File: config.mk
export PLATFORM = sky130hd
export DESIGN_NAME = comma_aligner
export DESIGN_NICKNAME = d
export VERILOG_FILES = /design/src/rtl/cda_pkg.sv /design/src/rtl/cda_scan.sv /design/src/rtl/cda_ctrl.sv /design/src/rtl/cda_emit.sv /design/src/rtl/comma_aligner.sv
export SDC_FILE = /design/constraint.sdc
export NUM_CORES = 1
export LEC_CHECK = 0
export ABC_AREA = 1
export BUFFER_PORTS_ARGS = -buffer_cell sky130_fd_sc_hd__buf_2
export CAP_MARGIN = 0
export CORE_UTILIZATION = 52
export DETAILED_ROUTE_END_ITERATION = 10
export MAX_ROUTING_LAYER = met4
export PLACE_DENSITY = 0.76
export SLEW_MARGIN = 20
export SYNTH_ARGS = -nofsm -noshare
export SYNTH_HDL_FRONTEND = slang
export SYNTH_HIERARCHICAL = 1
export SYNTH_SLANG_ARGS = --single-unit
File: constraint.sdc
create_clock -name clk -period 2.55 [get_ports clk]
set_clock_uncertainty 0.15 [all_clocks]
set_input_delay 0.6375 -clock clk [delete_from_list [all_inputs] [get_ports clk]]
set_output_delay 0.6375 -clock clk [all_outputs]
set_load 0.005 [all_outputs]
File: src/rtl/cda_pkg.sv
package cda_pkg;
  // Lane tag of a presented character.
  typedef enum logic {
    LANE_ODD  = 1'b0,
    LANE_EVEN = 1'b1
  } lane_e;

  function automatic lane_e lane_flip(input lane_e cur);
    return (cur == LANE_ODD) ? LANE_EVEN : LANE_ODD;
  endfunction
endpackage

File: src/rtl/cda_scan.sv
module cda_scan #(
  parameter int CHAR_W = 10,
  parameter int MARK_W = 7,
  parameter logic [MARK_W-1:0] MARK = 7'b1111100,
  localparam int WIN_W = 2 * CHAR_W,
  localparam int OFF_W = $clog2(CHAR_W)
) (
  input  logic [WIN_W-1:0]  win_i,
  output logic [CHAR_W-1:0] match_o,
  output logic              any_o,
  output logic [OFF_W-1:0]  first_o
);
  // One comparator per candidate start offset.
  for (genvar g = 0; g < CHAR_W; g++) begin : g_cmp
    assign match_o[g] = (win_i[g +: MARK_W] == MARK);
  end

  // Lowest matching offset wins.
  always_comb begin
    any_o   = 1'b0;
    first_o = '0;
    for (int i = CHAR_W - 1; i >= 0; i--) begin
      if (match_o[i]) begin
        any_o   = 1'b1;
        first_o = OFF_W'(i);
      end
    end
  end
endmodule

File: src/rtl/cda_ctrl.sv
module cda_ctrl #(
  parameter int CHAR_W = 10,
  localparam int OFF_W = $clog2(CHAR_W)
) (
  input  logic              clk,
  input  logic              rst_n,
  input  logic              acc_i,
  input  logic              en_i,
  input  logic [CHAR_W-1:0] match_i,
  input  logic              any_i,
  input  logic [OFF_W-1:0]  first_i,
  output logic [OFF_W-1:0]  off_o,
  output logic [OFF_W-1:0]  sel_o,
  output logic              aligned_o,
  output logic              det_ev_o
);
  logic [OFF_W-1:0] off_q;
  logic             aligned_q;

  // The new offset applies to the word that carried the comma.
  assign sel_o    = (en_i && any_i) ? first_i : off_q;
  assign det_ev_o = any_i && (en_i || (aligned_q && match_i[off_q]));

  always_ff @(posedge clk) begin
    if (!rst_n) begin
      off_q     <= '0;
      aligned_q <= 1'b0;
    end else if (acc_i) begin
      off_q <= sel_o;
      if (en_i && any_i) aligned_q <= 1'b1;
    end
  end

  assign off_o     = off_q;
  assign aligned_o = aligned_q;

  a_r4_frozen_when_disabled: assert property (@(posedge clk) disable iff (!rst_n)
    !en_i |=> ($stable(off_q) && $stable(aligned_q)));
  a_r5_boundary_held_without_comma: assert property (@(posedge clk) disable iff (!rst_n)
    !any_i |=> $stable(off_q));
  a_r6_aligned_sticky: assert property (@(posedge clk) disable iff (!rst_n)
    aligned_q |=> aligned_q);
endmodule

File: src/rtl/cda_emit.sv
module cda_emit
  import cda_pkg::*;
#(
  parameter int CHAR_W = 10,
  localparam int WIN_W = 2 * CHAR_W,
  localparam int OFF_W = $clog2(CHAR_W)
) (
  input  logic              clk,
  input  logic              rst_n,
  input  logic              acc_i,
  input  logic              out_ready_i,
  input  logic [WIN_W-1:0]  win_i,
  input  logic [OFF_W-1:0]  sel_i,
  input  logic              det_ev_i,
  output logic              in_ready_o,
  output logic              out_valid_o,
  output logic [CHAR_W-1:0] out_char_o,
  output logic              out_phase_o,
  output logic              comma_det_o
);
  logic              valid_q;
  logic [CHAR_W-1:0] char_q;
  lane_e             lane_q;
  lane_e             lane_n;
  logic              pend_q;
  logic              det_q;

  assign in_ready_o = !valid_q || out_ready_i;
  assign lane_n     = lane_flip(lane_q);

  always_ff @(posedge clk) begin
    if (!rst_n) begin
      valid_q <= 1'b0;
      char_q  <= '0;
      lane_q  <= LANE_ODD;
      pend_q  <= 1'b0;
      det_q   <= 1'b0;
    end else if (acc_i) begin
      valid_q <= 1'b1;
      char_q  <= win_i[sel_i +: CHAR_W];
      lane_q  <= lane_n;
      if (lane_n == LANE_EVEN) begin
        det_q  <= det_ev_i || pend_q;
        pend_q <= 1'b0;
      end else begin
        pend_q <= pend_q || det_ev_i;
      end
    end else if (out_ready_i) begin
      valid_q <= 1'b0;
    end
  end

  assign out_valid_o = valid_q;
  assign out_char_o  = char_q;
  assign out_phase_o = lane_q;
  assign comma_det_o = det_q;

  a_r11_stall_holds: assert property (@(posedge clk) disable iff (!rst_n)
    (valid_q && !out_ready_i) |=> (valid_q && $stable(char_q)));
  a_r9_det_rises_on_even: assert property (@(posedge clk) disable iff (!rst_n)
    $rose(det_q) |-> (lane_q == LANE_EVEN && valid_q));
  a_r8_lane_alternates: assert property (@(posedge clk) disable iff (!rst_n)
    acc_i |=> (lane_q != $past(lane_q)));
  a_r8_lane_still_when_idle: assert property (@(posedge clk) disable iff (!rst_n)
    !acc_i |=> ($stable(lane_q) && $stable(det_q)));
endmodule

File: src/rtl/comma_aligner.sv
module comma_aligner #(
  parameter int CHAR_W = 10,
  parameter int MARK_W = 7,
  parameter logic [MARK_W-1:0] MARK = 7'b1111100,
  localparam int WIN_W = 2 * CHAR_W,
  localparam int OFF_W = $clog2(CHAR_W)
) (
  input  logic              clk,
  input  logic              rst_n,
  input  logic              align_en,
  input  logic              in_valid,
  output logic              in_ready,
  input  logic [CHAR_W-1:0] in_data,
  input  logic              out_ready,
  output logic              out_valid,
  output logic [CHAR_W-1:0] out_char,
  output logic              out_phase,
  output logic              comma_det,
  output logic              aligned,
  output logic [OFF_W-1:0]  boundary
);
  logic [CHAR_W-1:0] prev_q;
  logic [WIN_W-1:0]  win;
  logic              acc;
  logic [CHAR_W-1:0] match;
  logic              any_hit;
  logic [OFF_W-1:0]  first_off;
  logic [OFF_W-1:0]  sel_off;
  logic              det_ev;

  assign acc = in_valid && in_ready;
  assign win = {in_data, prev_q};

  always_ff @(posedge clk) begin
    if (!rst_n) prev_q <= '0;
    else if (acc) prev_q <= in_data;
  end

  cda_scan #(.CHAR_W(CHAR_W), .MARK_W(MARK_W), .MARK(MARK)) u_scan (
    .win_i   (win),
    .match_o (match),
    .any_o   (any_hit),
    .first_o (first_off)
  );

  cda_ctrl #(.CHAR_W(CHAR_W)) u_ctrl (
    .clk       (clk),
    .rst_n     (rst_n),
    .acc_i     (acc),
    .en_i      (align_en),
    .match_i   (match),
    .any_i     (any_hit),
    .first_i   (first_off),
    .off_o     (boundary),
    .sel_o     (sel_off),
    .aligned_o (aligned),
    .det_ev_o  (det_ev)
  );

  cda_emit #(.CHAR_W(CHAR_W)) u_emit (
    .clk         (clk),
    .rst_n       (rst_n),
    .acc_i       (acc),
    .out_ready_i (out_ready),
    .win_i       (win),
    .sel_i       (sel_off),
    .det_ev_i    (det_ev),
    .in_ready_o  (in_ready),
    .out_valid_o (out_valid),
    .out_char_o  (out_char),
    .out_phase_o (out_phase),
    .comma_det_o (comma_det)
  );
endmodule

=== Word-level counts from Yosys, hierarchy flattened ===
Cells that the tools add are included.

* Input bits: 15
* Output and inout bits: 19
* Word-level logic and storage cells: 59
* Flip-flop bits (word level): 29

* Bitwise operators: 1
* Reduce and logical (&&, ||, !) cells: 11
* Multiplexer cells: 27
* Shift-type cells: 1
* Eq/ne operators: 10
* Order comparisons: 1

{| class="wikitable"
|+ Operators with widths
! operator !! number
|-
| 7-bit equality test (second input constant) || 10
|-
| 4-bit two-way mux || 11
|-
| 20-bit by 5-bit variable part select with 10-bit output || 1
|-
| 1-bit two-way mux || 15
|-
| 4-bit by 5-bit less-than comparator with 1-bit output (second input constant) || 1
|-
| 1-bit binary-select mux with 4-bit select || 1
|-
| 1-bit logical AND || 4
|-
| 2-bit AND reduction || 2
|-
| 1-bit logical OR || 3
|-
| 2-bit nonzero test || 1
|-
| 1-bit logical NOT || 1
|-
| 1-bit NOT || 1
|}

=== Longest topological paths before layout ===
* Word-level depth: 14
* Depth in mapped cells: 22
* Depth with buffers taken out: 20

=== Modules after synthesis ===
The synthesis kept the hierarchy.

{| class="wikitable"
|+ Modules (own cells, without submodules)
! module !! times used !! cells an instance !! area an instance (um2) !! sequential area each (um2)
|-
| cda_emit || 1 || 217 || 1307.5 || 280.3
|-
| comma_aligner || 1 || 65 || 421.7 || 200.2
|-
| cda_ctrl || 1 || 61 || 341.6 || 100.1
|-
| cda_scan || 1 || 64 || 299.0 || 0.0
|}

=== Worst setup path before layout ===
OpenSTA, ideal clock, no wires.

* Path type: input to register
* Start: input in_data[2]
* End: register u_emit.char_q[8] (netlist: u_emit/out_char_o[8])
* Path slack: -0.041 ns
* Buffers on the path: 2
* Library setup time: 0.117 ns
* Cell stages on the path: 18
* Data required time: 2.283 ns
* Arrival time: 2.324 ns
* Cells stage by stage: nand2_1 nor2_1 nand3_1 nand2_1 nor3_2 nand3_1 nand2_1 inv_1 o21ai_0 buf_6 inv_6 buf_12 nand2_2 nand3_1 nand3_2 nand2_1 a21oi_1 nor2_1

* Longest elaborated chain between the ends: 14
* Elaborated cells between the ends (all ways): 27
* Those cells by class: 4 x eq/ne; 1 x shift; 21 x mux; 1 x reduce/logical

{| class="wikitable"
|+ Ends and longest elaborated chain
! what !! RTL line !! source
|-
| start, declared || comma_aligner.sv:13 || <nowiki>input logic [CHAR_W-1:0] in_data,</nowiki>
|-
| 7-bit equality test || cda_scan.sv:15 || <nowiki>assign match_o[g] = (win_i[g +: MARK_W] == MARK);</nowiki>
|-
| 1-bit two-way mux (3 in a row) || cda_scan.sv:23 || <nowiki>if (match_o[i]) begin</nowiki>
|-
| 1-bit two-way mux * (7 in a row) || cda_scan.sv:23 ||
|-
| via any_hit || comma_aligner.sv:26 || <nowiki>logic any_hit;</nowiki>
|-
| 1-bit logical AND * || cda_ctrl.sv:21 || <nowiki>assign sel_o = (en_i && any_i) ? first_i : off_q;</nowiki>
|-
| 4-bit two-way mux * || cda_ctrl.sv:21 ||
|-
| via sel_off[0] || comma_aligner.sv:28 || <nowiki>logic [OFF_W-1:0] sel_off;</nowiki>
|-
| 20-bit by 5-bit variable part select with 10-bit output * || cda_emit.sv:40 || <nowiki>char_q <= win_i[sel_i +: CHAR_W];</nowiki>
|-
| end signal, assigned || cda_emit.sv:40 ||
|-
| end, declared || cda_emit.sv:22 || <nowiki>logic [CHAR_W-1:0] char_q;</nowiki>
|}

The timed path passes the listed nets; every way through them passes the cells marked *.
A chain may end at the register's enable or synchronous reset.

=== Worst setup path in the final report ===
* Start: input in_data[2]
* End: register u_emit.char_q[9] (netlist: u_emit/out_char_o[9])

* Elaborated cells between the ends (all ways): 27
* Those cells by class: 4 x eq/ne; 1 x shift; 21 x mux; 1 x reduce/logical

{| class="wikitable"
|+ RTL lines
! what !! RTL line !! source
|-
| 7-bit equality test || cda_scan.sv:15 ||
|-
| 4-bit two-way mux (2 in a row) || cda_scan.sv:23 ||
|-
| 4-bit two-way mux * (7 in a row) || cda_scan.sv:23 ||
|-
| via first_off[1] || comma_aligner.sv:27 || <nowiki>logic [OFF_W-1:0] first_off;</nowiki>
|-
| 4-bit two-way mux * || cda_ctrl.sv:21 ||
|-
| via sel_off[1] || comma_aligner.sv:28 ||
|-
| 20-bit by 5-bit variable part select with 10-bit output * || cda_emit.sv:40 ||
|}

Marked as above.

==> results_dict.tcl <==
set metrics [dict create \
    critPathArrivalTime_ns 2.70 \
    crit_end "u_emit/out_char_o[9]" \
    cts_tree "done" \
    slowest_stage "nor2_1" \
    grt_use_total 0.3211 \
    period_share 1.045 \
    fp-row-count 24 \
    synth_area_per_cell_um2 5.823 \
    pre_cts_ws_ns -0.5014 \
    grt_max_degree 26 \
    cp.buffers_inverters 5 \
    critPathMaxStageDelay_ns 0.23 \
    coreArea_mm2 0.004354 \
    reg2reg_from "prev_q[9]" \
    die_h_um 69.51 \
    hold_depth 2 \
    hold_buffers 0 \
    gr-usage-met1 0.4111 \
    crit_chain "buf_6 -> nand2_4 -> nor2_4 -> nand4_1 -> nand2_2 -> buf_6 -> buf_4 -> nor2_1 -> nor2_1 -> nand2_1 -> o21ai_2 -> buf_6 -> inv_8 -> o21ai_2 -> o21ai_1 -> a21oi_1 -> nor2_1" \
    layoutNonFillerInstCount 546 \
    async_flop_share 0 \
    clk_path_buf_depth 2 \
    die_x_um 69.51 \
    grt_pass1_wl_mm 12.24 \
    crit_type "primary input to register" \
    required_ns 2.58 \
    ant_nets 0 \
    maxCapViolations 0 \
    dp_cells 515 \
    worstReg2RegEnd "u_emit/out_char_o[9]" \
    cts_buffers 5 \
    drc 0 \
    clkTransAtPathRegs_ns 0.06 \
    drt_iter0_markers 349 \
    post_drt_wl_per_cell_um 16.85 \
    use_met2 0.4951 \
    cts_num_sinks 29 \
    hold_path.class "register to register" \
    clockRootBuffer "clkbuf_8" \
    start_util 0.5443 \
    clkLatencyLatePin_ns 0.29 \
    worst_slew_pin_slew_ns 0.4409 \
    gp_congestion 0.9671 \
    grt_overflow_total 0 \
    h-tree-depth 2 \
    top_usage_layer "met2" \
    filler_cell_count 304 \
    dp_hpwl_mm 5.140 \
    outcome "finished with violations" \
    setup_viol 11 \
    io_buffers 33 \
    crit_start "in_data[2]" \
    syn_nets 422 \
    fin_nets 508 \
    fmax_ghz 0.3752 \
    antenna_found_initial 0 \
    vias 3315 \
    synth_cell_types 31 \
    use_met3 0.05959 \
    dr.pass1.iters 9 \
    ir_drop_v 0.0002917 \
    synth_edf_count 0 \
    finalMaxSlewViolations 0 \
    synth_ff_type "dfxtp_1" \
    path_depth 17 \
    syn_inst 407 \
    relSlewSlack 0.7060 \
    min-delay-start "u_emit/comma_det_o" \
    drive_gt1_frac 0.3947 \
    synth_area_leaders "dfxtp_1, nand2_1, nand3_1" \
    synth_top_area_share 0.2450 \
    yosysTopAreaCell "dfxtp_1" \
    io_pins 34 \
    n_antenna_cell 0 \
    synth_seq_cells 29 \
    critical_path.endpoint_type "register" \
    synthToLayoutAreaGrowth_pct 45.35 \
    hold-worst-slack_ns 0.3210 \
    period_needed_ns 2.666 \
    ys_warn_count 6 \
    finalPower_mw 1.228 \
    p_per_area_mw_per_mm2 356.6 \
    synthTopCellsByCount "nand2_1, nand3_1, nor2_1" \
    synth.most_common_cell "nand2_1" \
    worst-r2r-setup-slack_ns -0.10 \
    cp-start-kind "primary input" \
    worst_slack_ns -0.1155 \
    p_leak_nw 1.744 \
    vias_per_cell 6.071 \
    grt_pass1_vias 2777 \
    synthesis.area_mm2 0.002370 \
    seq_area_frac_synth 0.2450 \
    ff2ff_path_depth 16 \
    cp_top_family "simple AND/OR/NAND/NOR gates" \
    routed_wl_mm 9.201 \
    hold_viol 0 \
    cp_max_fo 19 \
    die-area_mm2 0.004831 \
    violations "negative setup slack" \
]
## kinds of logic after synthesis
family,synth area share
and+or+nand+nor,0.5011
AOI/OAI and AO/OA,0.1125
DFF,0.2450
buffers and inverters,0.1415
## worst register-to-register path: cells and delay by family, from the launching register on
family / cells / cell delay (ns)
compound gates: 4 / 0.61
buf+inv: 5 / 0.54
flops: 1 / 0.37
simple gates: 7 / 0.87
## repair_timing
item                                   CTS  global route
resized for setup                       22            80
pin swaps                                7            36
endpoints found under the hold margin    0             0
setup endpoints to repair               10            12
buffers inserted                        12             6
cloned                                   1             4
## cells in the final DEF, fill, tap and decap left out, types with 3 or more instances in the layout
master / netlist / layout
nor2_4: 0 / 3
buf_2: 6 / 29
nand2_4: 2 / 8
o21ai_1: 3 / 3
a21oi_2: 2 / 7
dfxtp_1: 29 / 24
nor2_2: 2 / 7
clkbuf_16: 0 / 3
nand3_1: 68 / 52
a21oi_1: 19 / 14
clkbuf_8: 0 / 5
inv_2: 2 / 5
nand2_2: 4 / 19
nor2_1: 54 / 46
o21ai_0: 19 / 13
buf_6: 5 / 9
buf_12: 1 / 4
nand2_1: 117 / 96
o21ai_2: 1 / 6
nand3_2: 6 / 21
dfxtp_2: 0 / 4
buf_4: 2 / 48
inv_1: 47 / 42
## worst min-delay path by stage
| stage | end | slack, ns |
|---|---|---|
| floorplan | u_emit/comma_det_o | 0.31 |
| global placement | u_emit/comma_det_o | 0.30 |
| detailed placement | u_emit/comma_det_o | 0.31 |
| CTS | u_emit/comma_det_o | 0.32 |
| global route | u_emit/out_phase_o | 0.35 |
| finish | u_emit/comma_det_o | 0.32 |
## layout make-up
type | instances | area (µm²) | share of cell area
clock inverter | 2 | 10.01 | 0.002906
timing repair inverter | 1 | 6.256 | 0.001816
multi-input combinational | 312 | 1725 | 0.5009
sequential | 29 | 589.3 | 0.1711
tap | 52 | 65.06 | 0.01889
clock buffer | 6 | 72.57 | 0.02107
inverter | 51 | 214.0 | 0.06211
timing repair buffer | 93 | 762.0 | 0.2212
## flip-flops by register name, summed over array words and instances (netlist names)
register,cells
u_emit/out_valid_o,1
u_emit/out_char_o,10
prev_q,10
u_ctrl/aligned_o,1
u_emit/out_phase_o,1
u_ctrl/off_o,4
u_emit/pend_q,1
u_emit/comma_det_o,1
## per-layer routing
layer,vias up,share of wire
li1,1480,-
met2,255,0.47
met3,70,0.093
met4,0,0.050
met5,-,0
met1,1510,0.39
## through the flow
step | utilization | area, µm² | TNS (ns)
final | 0.7911 | 3445 | -0.6267
after detailed placement | 0.6408 | 2790 | -4.657
after floorplan | - | 2370 | 0
after CTS | 0.6997 | 3047 | 0
after global placement | 0.6408 | 2790 | -3.351
after global routing | 0.7911 | 3445 | -1.634
## where the power goes
| part | internal, mW | switching, mW |
|---|---|---|
| registers | 0.484 | 0.0247 |
| logic | 0.137 | 0.202 |
| clock network | 0.189 | 0.192 |
| total | 0.810 | 0.418 |
No activity file was read; power rests on OpenSTA's default activity.
